$ cat config.mk
export PLATFORM = sky130hd
export DESIGN_NAME = sw2t_debounce
export DESIGN_NICKNAME = d
export VERILOG_FILES = /design/src/rtl/sw2t_pkg.sv /design/src/rtl/sw2t_sync.sv /design/src/rtl/sw2t_latch.sv /design/src/rtl/sw2t_debounce.sv
export SDC_FILE = /design/constraint.sdc
export NUM_CORES = 1
export LEC_CHECK = 0
export CORE_AREA = 10 10 47 49
export CTS_CLUSTER_SIZE = 40
export DETAILED_ROUTE_END_ITERATION = 16
export DIE_AREA = 0 0 57 59
export PLACE_DENSITY = 0.66
export SLEW_MARGIN = 10
export SYNTH_ARGS = -nofsm -noshare
export SYNTH_HDL_FRONTEND = slang
export SYNTH_SLANG_ARGS = --single-unit
$ cat constraint.sdc
create_clock -name clk -period 2.1 [get_ports clk]
set_input_delay 0.21 -clock clk [delete_from_list [all_inputs] [get_ports clk]]
set_output_delay 0.21 -clock clk [all_outputs]
set_load 0.02 [all_outputs]
$ cat src/rtl/sw2t_pkg.sv
package sw2t_pkg;

   typedef enum logic [1:0] {
      CT_OPEN  = 2'd0,
      CT_HI    = 2'd1,
      CT_LO    = 2'd2,
      CT_CLASH = 2'd3
   } contact_e;

   // Classify one synchronised pair of active-low contact lines.
   function automatic contact_e classify(input logic hi_n, input logic lo_n);
      contact_e k;
      unique case ({hi_n, lo_n})
         2'b11:   k = CT_OPEN;
         2'b01:   k = CT_HI;
         2'b10:   k = CT_LO;
         default: k = CT_CLASH;
      endcase
      return k;
   endfunction

endpackage

$ cat src/rtl/sw2t_sync.sv
module sw2t_sync #(
   parameter int   STAGES = 2,
   parameter logic IDLE   = 1'b1
) (
   input  logic clk,
   input  logic rst,
   input  logic d,
   output logic y
);

   logic [STAGES-1:0] chain;

   always_ff @(posedge clk) begin
      if (rst) chain <= {STAGES{IDLE}};
      else     chain <= {chain[STAGES-2:0], d};
   end

   assign y = chain[STAGES-1];

endmodule

$ cat src/rtl/sw2t_latch.sv
module sw2t_latch
   import sw2t_pkg::*;
#(
   parameter logic RST_VAL   = 1'b0,
   parameter bit   STROBE_EN = 1'b1
) (
   input  logic clk,
   input  logic rst,
   input  logic hi_n,
   input  logic lo_n,
   output logic level,
   output logic change,
   output logic clash
);

   contact_e kind;
   logic     nxt;
   logic     in_clash;

   always_comb begin
      kind = classify(hi_n, lo_n);
      nxt  = level;
      case (kind)
         CT_HI:   nxt = 1'b1;
         CT_LO:   nxt = 1'b0;
         default: nxt = level;
      endcase
   end

   always_ff @(posedge clk) begin
      if (rst) begin
         level    <= RST_VAL;
         in_clash <= 1'b0;
         clash    <= 1'b0;
      end else begin
         level    <= nxt;
         in_clash <= (kind == CT_CLASH);
         clash    <= (kind == CT_CLASH) && !in_clash;
      end
   end

   generate
      if (STROBE_EN) begin : g_strobe
         logic chg_q;
         always_ff @(posedge clk) begin
            if (rst) chg_q <= 1'b0;
            else     chg_q <= nxt ^ level;
         end
         assign change = chg_q;
      end else begin : g_no_strobe
         assign change = 1'b0;
      end
   endgenerate

endmodule

$ cat src/rtl/sw2t_debounce.sv
module sw2t_debounce #(
   parameter int              N_SW        = 2,
   parameter int              SYNC_STAGES = 2,
   parameter logic [N_SW-1:0] RST_LEVEL   = '0,
   parameter bit              STROBE_EN   = 1'b1
) (
   input  logic            clk,
   input  logic            rst,
   input  logic [N_SW-1:0] throw_hi_n,
   input  logic [N_SW-1:0] throw_lo_n,
   output logic [N_SW-1:0] level_o,
   output logic [N_SW-1:0] change_o,
   output logic [N_SW-1:0] clash_o
);

   localparam int LATENCY = SYNC_STAGES + 1;

   generate
      if (N_SW < 1) begin : g_bad_nsw
         $error("sw2t_debounce: N_SW must be at least 1");
      end
      if (SYNC_STAGES < 2) begin : g_bad_sync
         $error("sw2t_debounce: SYNC_STAGES must be at least 2");
      end
      if (LATENCY > 16) begin : g_bad_lat
         $error("sw2t_debounce: synchroniser deeper than supported");
      end
   endgenerate

   logic [N_SW-1:0] hi_n_s;
   logic [N_SW-1:0] lo_n_s;

   generate
      for (genvar i = 0; i < N_SW; i++) begin : g_ch
         sw2t_sync #(.STAGES(SYNC_STAGES), .IDLE(1'b1)) u_sync_hi (
            .clk (clk),
            .rst (rst),
            .d   (throw_hi_n[i]),
            .y   (hi_n_s[i])
         );
         sw2t_sync #(.STAGES(SYNC_STAGES), .IDLE(1'b1)) u_sync_lo (
            .clk (clk),
            .rst (rst),
            .d   (throw_lo_n[i]),
            .y   (lo_n_s[i])
         );
         sw2t_latch #(.RST_VAL(RST_LEVEL[i]), .STROBE_EN(STROBE_EN)) u_latch (
            .clk    (clk),
            .rst    (rst),
            .hi_n   (hi_n_s[i]),
            .lo_n   (lo_n_s[i]),
            .level  (level_o[i]),
            .change (change_o[i]),
            .clash  (clash_o[i])
         );
      end
   endgenerate

endmodule

== Word level (Yosys, flattened, before mapping) ==
Cells that the tools add are included.
Word-level totals
  word-level logic and storage cells: 34
  flip-flop bits (word level): 16
  output and inout bits: 6
  input bits: 6
Operators by class
  bitwise gates (word level): 2
  multiplexer cells: 4
  reductions and logical operators: 4
  equality and inequality tests: 12
Operators with widths (count)
  $eq A2 B2 Y1 const B: 8
  $pmux W2 S3: 2
  $eq A2 B1 Y1 const B: 4
  $pmux W1 S2: 2
  $logic_and A1 B1 Y1: 2
  $logic_not A1 Y1: 2
  $xor A1 B1 Y1: 2

== Longest topological paths before layout ==
  depth after elaboration: 5
  gate-level depth with buffers: 4
  mapped depth without buffers: 4

== By module ==
A second synthesis with hierarchy kept.
Unflattened totals
  cell total of the unflattened synthesis: 44
  area total of the unflattened synthesis: 535.5 µm²
Modules (own cells, without submodules)
  sw2t_latch: sequential area each 80.1 µm², instances 2, cells each 14, area each 162.7 µm²
  sw2t_sync: sequential area each 40.0 µm², instances 4, cells each 4, area each 52.6 µm²

== Worst setup path before layout ==
Ideal clock, no wire load.
  kind: register to register
  start: reg g_ch[0].u_sync_lo.chain[1]
  end: reg g_ch[0].u_latch.level
  path buffers: 0
  clock period less this slack: 956 ps
  library setup time: 114 ps
  cell stages (with the launch flop): 5
  arrival: 841 ps
  required time: 1986 ps
  setup slack: 1144 ps
  cells stage by stage: dfxtp_1 > inv_1 > ha_1 > mux2i_1 > nor2_1
On the way
  longest elaborated chain between the ends: 4
  elaborated cells on any way between the ends: 7
  those cells by class: eq/ne (5); mux (2)
RTL lines
  start, declared: RTL line sw2t_sync.sv:11  | logic [STAGES-1:0] chain;
  start signal, assigned: RTL line sw2t_sync.sv:14  | if (rst) chain <= {STAGES{IDLE}};
  start signal, assigned: RTL line sw2t_sync.sv:15  | else chain <= {chain[STAGES-2:0], d};
  $eq A2 B2 Y1 / $eq A2 B1 Y1 (equally long branches): RTL line sw2t_pkg.sv:13  | unique case ({hi_n, lo_n})
  $pmux W2 S3 *: RTL line sw2t_pkg.sv:13
  $eq A2 B2 Y1 / $eq A2 B1 Y1 (equally long branches): RTL line sw2t_latch.sv:23  | case (kind)
  $pmux W1 S2 *: RTL line sw2t_latch.sv:23
  end signal, assigned: RTL line sw2t_latch.sv:36  | level <= nxt;
  end, declared: RTL line sw2t_latch.sv:11  | output logic level,
Mark *: on every way between the ends. The rest lies on a longest branch, timed or not.
A chain may end at the register's enable or synchronous reset.

== Worst setup path after layout ==
  start: reg g_ch[1].u_latch.level
  end: out level_o[1]
RTL lines
  start, declared: RTL line sw2t_latch.sv:11
  start signal, assigned: RTL line sw2t_latch.sv:36
  end, declared: RTL line sw2t_debounce.sv:11  | output logic [N_SW-1:0] level_o,
No word-level cell between the ends.

==> metrics.cfg <==
[worst_setup_path]
critPathMaxStageDelay_ns = 0.62
worstPathMaxFanout = 3
critPathKind = reg -> out
crit_family = buffers and inverters
end_kind = primary output
crit_path_start_kind = register
required_ns = 1.89
cp.buffers_inverters = 1
crit_slowest_cell = clkdlybuf4s50_1
cp.arrival_ns = 1.27
crit_path_cell_trace = clkdlybuf4s50_1

[route]
drt_first_pass_iters = 2
routed_wl_um = 656
post_drt_wl_per_cell_um = 8.75
routed_via_density = 4.15
drt_iter0_markers = 1
antenna_left = 0
drc = 0
num_vias = 311

[clock_network]
path_clk_slew_ns = 0.09
cts_tree = yes
cts_root_buf = clkbuf_4
ctsResizeCount = 0
cts_buffers = 3
numClockSinks = 16
cts_buffer_depth = 2
cts_setup_buffers = 0
insertion_delay_ns = 0.27
holdBufCountCts = 0
h-tree-depth = 1

[grt]
grt_max_degree = 15
grtUsageTotal_pct = 4.47
first_global_vias = 307
antenna_found_initial = 0
grt-ovfl-total = 0
grt_pass1_wl_mm = 1.16

[placed_design]
dp_cells = 71
placed_cell_area_um2 = 651
dp_hpwl_um = 520
gp_congestion = 0.686
io_buffers = 11

[cells_and_area]
fin_area_um2 = 687
final_util_pct = 49.0
area_growth_pct = 19.1
fin_cells = 75
drive_above_1_share_pct = 10.2
n_fill_cell = 143
n_antenna_cell = 0
final_nets = 70

[sta]
setup_viol = 0
setup-tns-final_ns = 0
fmax_mhz = 678
fin_crit_sh_pct = 70.3
hold_violations = 0
maxSlewViolCount = 0
clock-skew-final_ns = 0.000390
max_slew.worst_pin.slew_ns = 0.378
slew_headroom_pct = 74.7
period_needed_ns = 1.48
rsz0062_at_grt = no

[pwr]
swShare_pct = 19.2
p_leak_nw = 0.302
power_density_nw_per_um2 = 788
p_seq_share_pct = 58.1
p_clk_share_pct = 35.9
power_mw = 0.542
p_comb_share_pct = 6.1
p_int_mw = 0.438
peakVddDrop_uv = 345
p_sw_mw = 0.104

[synthesis]
syn_inst = 51
yosysWarnings = 0
ys_seq_area_share_pct = 55.5
syn-num-nets = 61
synth.avg_cell_area_um2 = 11.3
synth_cell_types = 12
syn-cell-area_um2 = 577
ys_ff_latch = 16

[floorplan]
rows = 14
die_area_um2 = 3360
core-area_um2 = 1400
start_util_pct = 41.2
die_y_um = 59
ios = 12
die_width_um = 57

[hold_path]
hold_path.class = reg -> reg

[run]
maxCapViolations = 0

[outcome]
status = finished, final reports clean

[flip-flops by register name (all words and copies together), names as in the netlist]
name / flops
g_ch.u_latch.change: 2
g_ch.u_latch.level: 2
g_ch.u_sync_lo.chain: 4
g_ch.u_sync_hi.chain: 4
g_ch.u_latch.clash: 2
g_ch.u_latch.in_clash: 2
[cells in the mapped netlist (all sizes together)]
cell	instances	area, um^2
mux2i	2	20.0
dfxtp	16	320
buf	7	56.3
nor2	2	7.51
nor3b	2	15.0
inv	4	15.0
nor2b	4	25.0
or2	8	50.1
ha	4	50.1
xnor2	2	17.5
[power groups by stage]
| stage | registers (mW) | clock network (mW) | logic [mW] |
|---|---|---|---|
| detailed placement | 0.322 | 0 | 0.0336 |
| finish | 0.314 | 0.194 | 0.0330 |
| CTS | 0.315 | 0.203 | 0.0338 |
| global placement | 0.321 | 0 | 0.0328 |
| global route | 0.315 | 0.219 | 0.0373 |
| floorplan | 0.321 | 0 | 0.0222 |
[path summary, 6_finish.rpt]
check	startpoint	end	slack (ns)	cells after the start
min	g_ch[0].u_latch.in_clash	g_ch[0].u_latch.clash	0.38	1
max reg2reg	g_ch[0].u_sync_lo.chain[1]	g_ch[0].u_latch.level	1.07	4
min reg2reg	g_ch[0].u_latch.in_clash	g_ch[0].u_latch.clash	0.38	1
max	g_ch[1].u_latch.level	level_o[1]	0.62	1
[cell usage in the layout, fill, tap and decap left out, drive strengths merged]
master	n
clkdlybuf4s50	11
nor3b	2
inv	4
or2	8
dfxtp	16
nor2b	4
mux2i	2
nor2	2
clkbuf	4
ha	4
xnor2	2
[through the flow]
step	setup slack [ns]	hold WS [ns]
after CTS	0.602	0.388
after global routing	0.573	0.410
after detailed placement	0.758	0.375
after floorplan	1.14	0.289
after global placement	0.772	0.372
final	0.624	0.385
[kinds of logic after synthesis]
group	count (synthesis)	synth area share (%)
adder cells (fa/ha/maj)	4	8.68
multiplexers	2	3.47
flip-flops	16	55.5
AND/OR/NAND/NOR	16	16.9
buffers and inverters	11	12.4
XOR/XNOR	2	3.04
[routing by layer]
layer / GRT usage (%) / routed length (um)
met5: 0 / 0
met3: 2.15 / 39
met4: 4.03 / 0
met2: 7.13 / 319
met1: 4.21 / 297
[final cells by class]
type / instances / area [um^2] / share of cell area, %
multi-input cells: 24 / 185 / 27.0
clock buffers: 4 / 36.3 / 5.28
flip-flops and latches: 16 / 320 / 46.6
well taps: 16 / 20.0 / 2.91
inverters: 4 / 15.0 / 2.19
repair buffers: 11 / 110 / 16.0
Note: power is estimated with default switching activity, not from simulation.
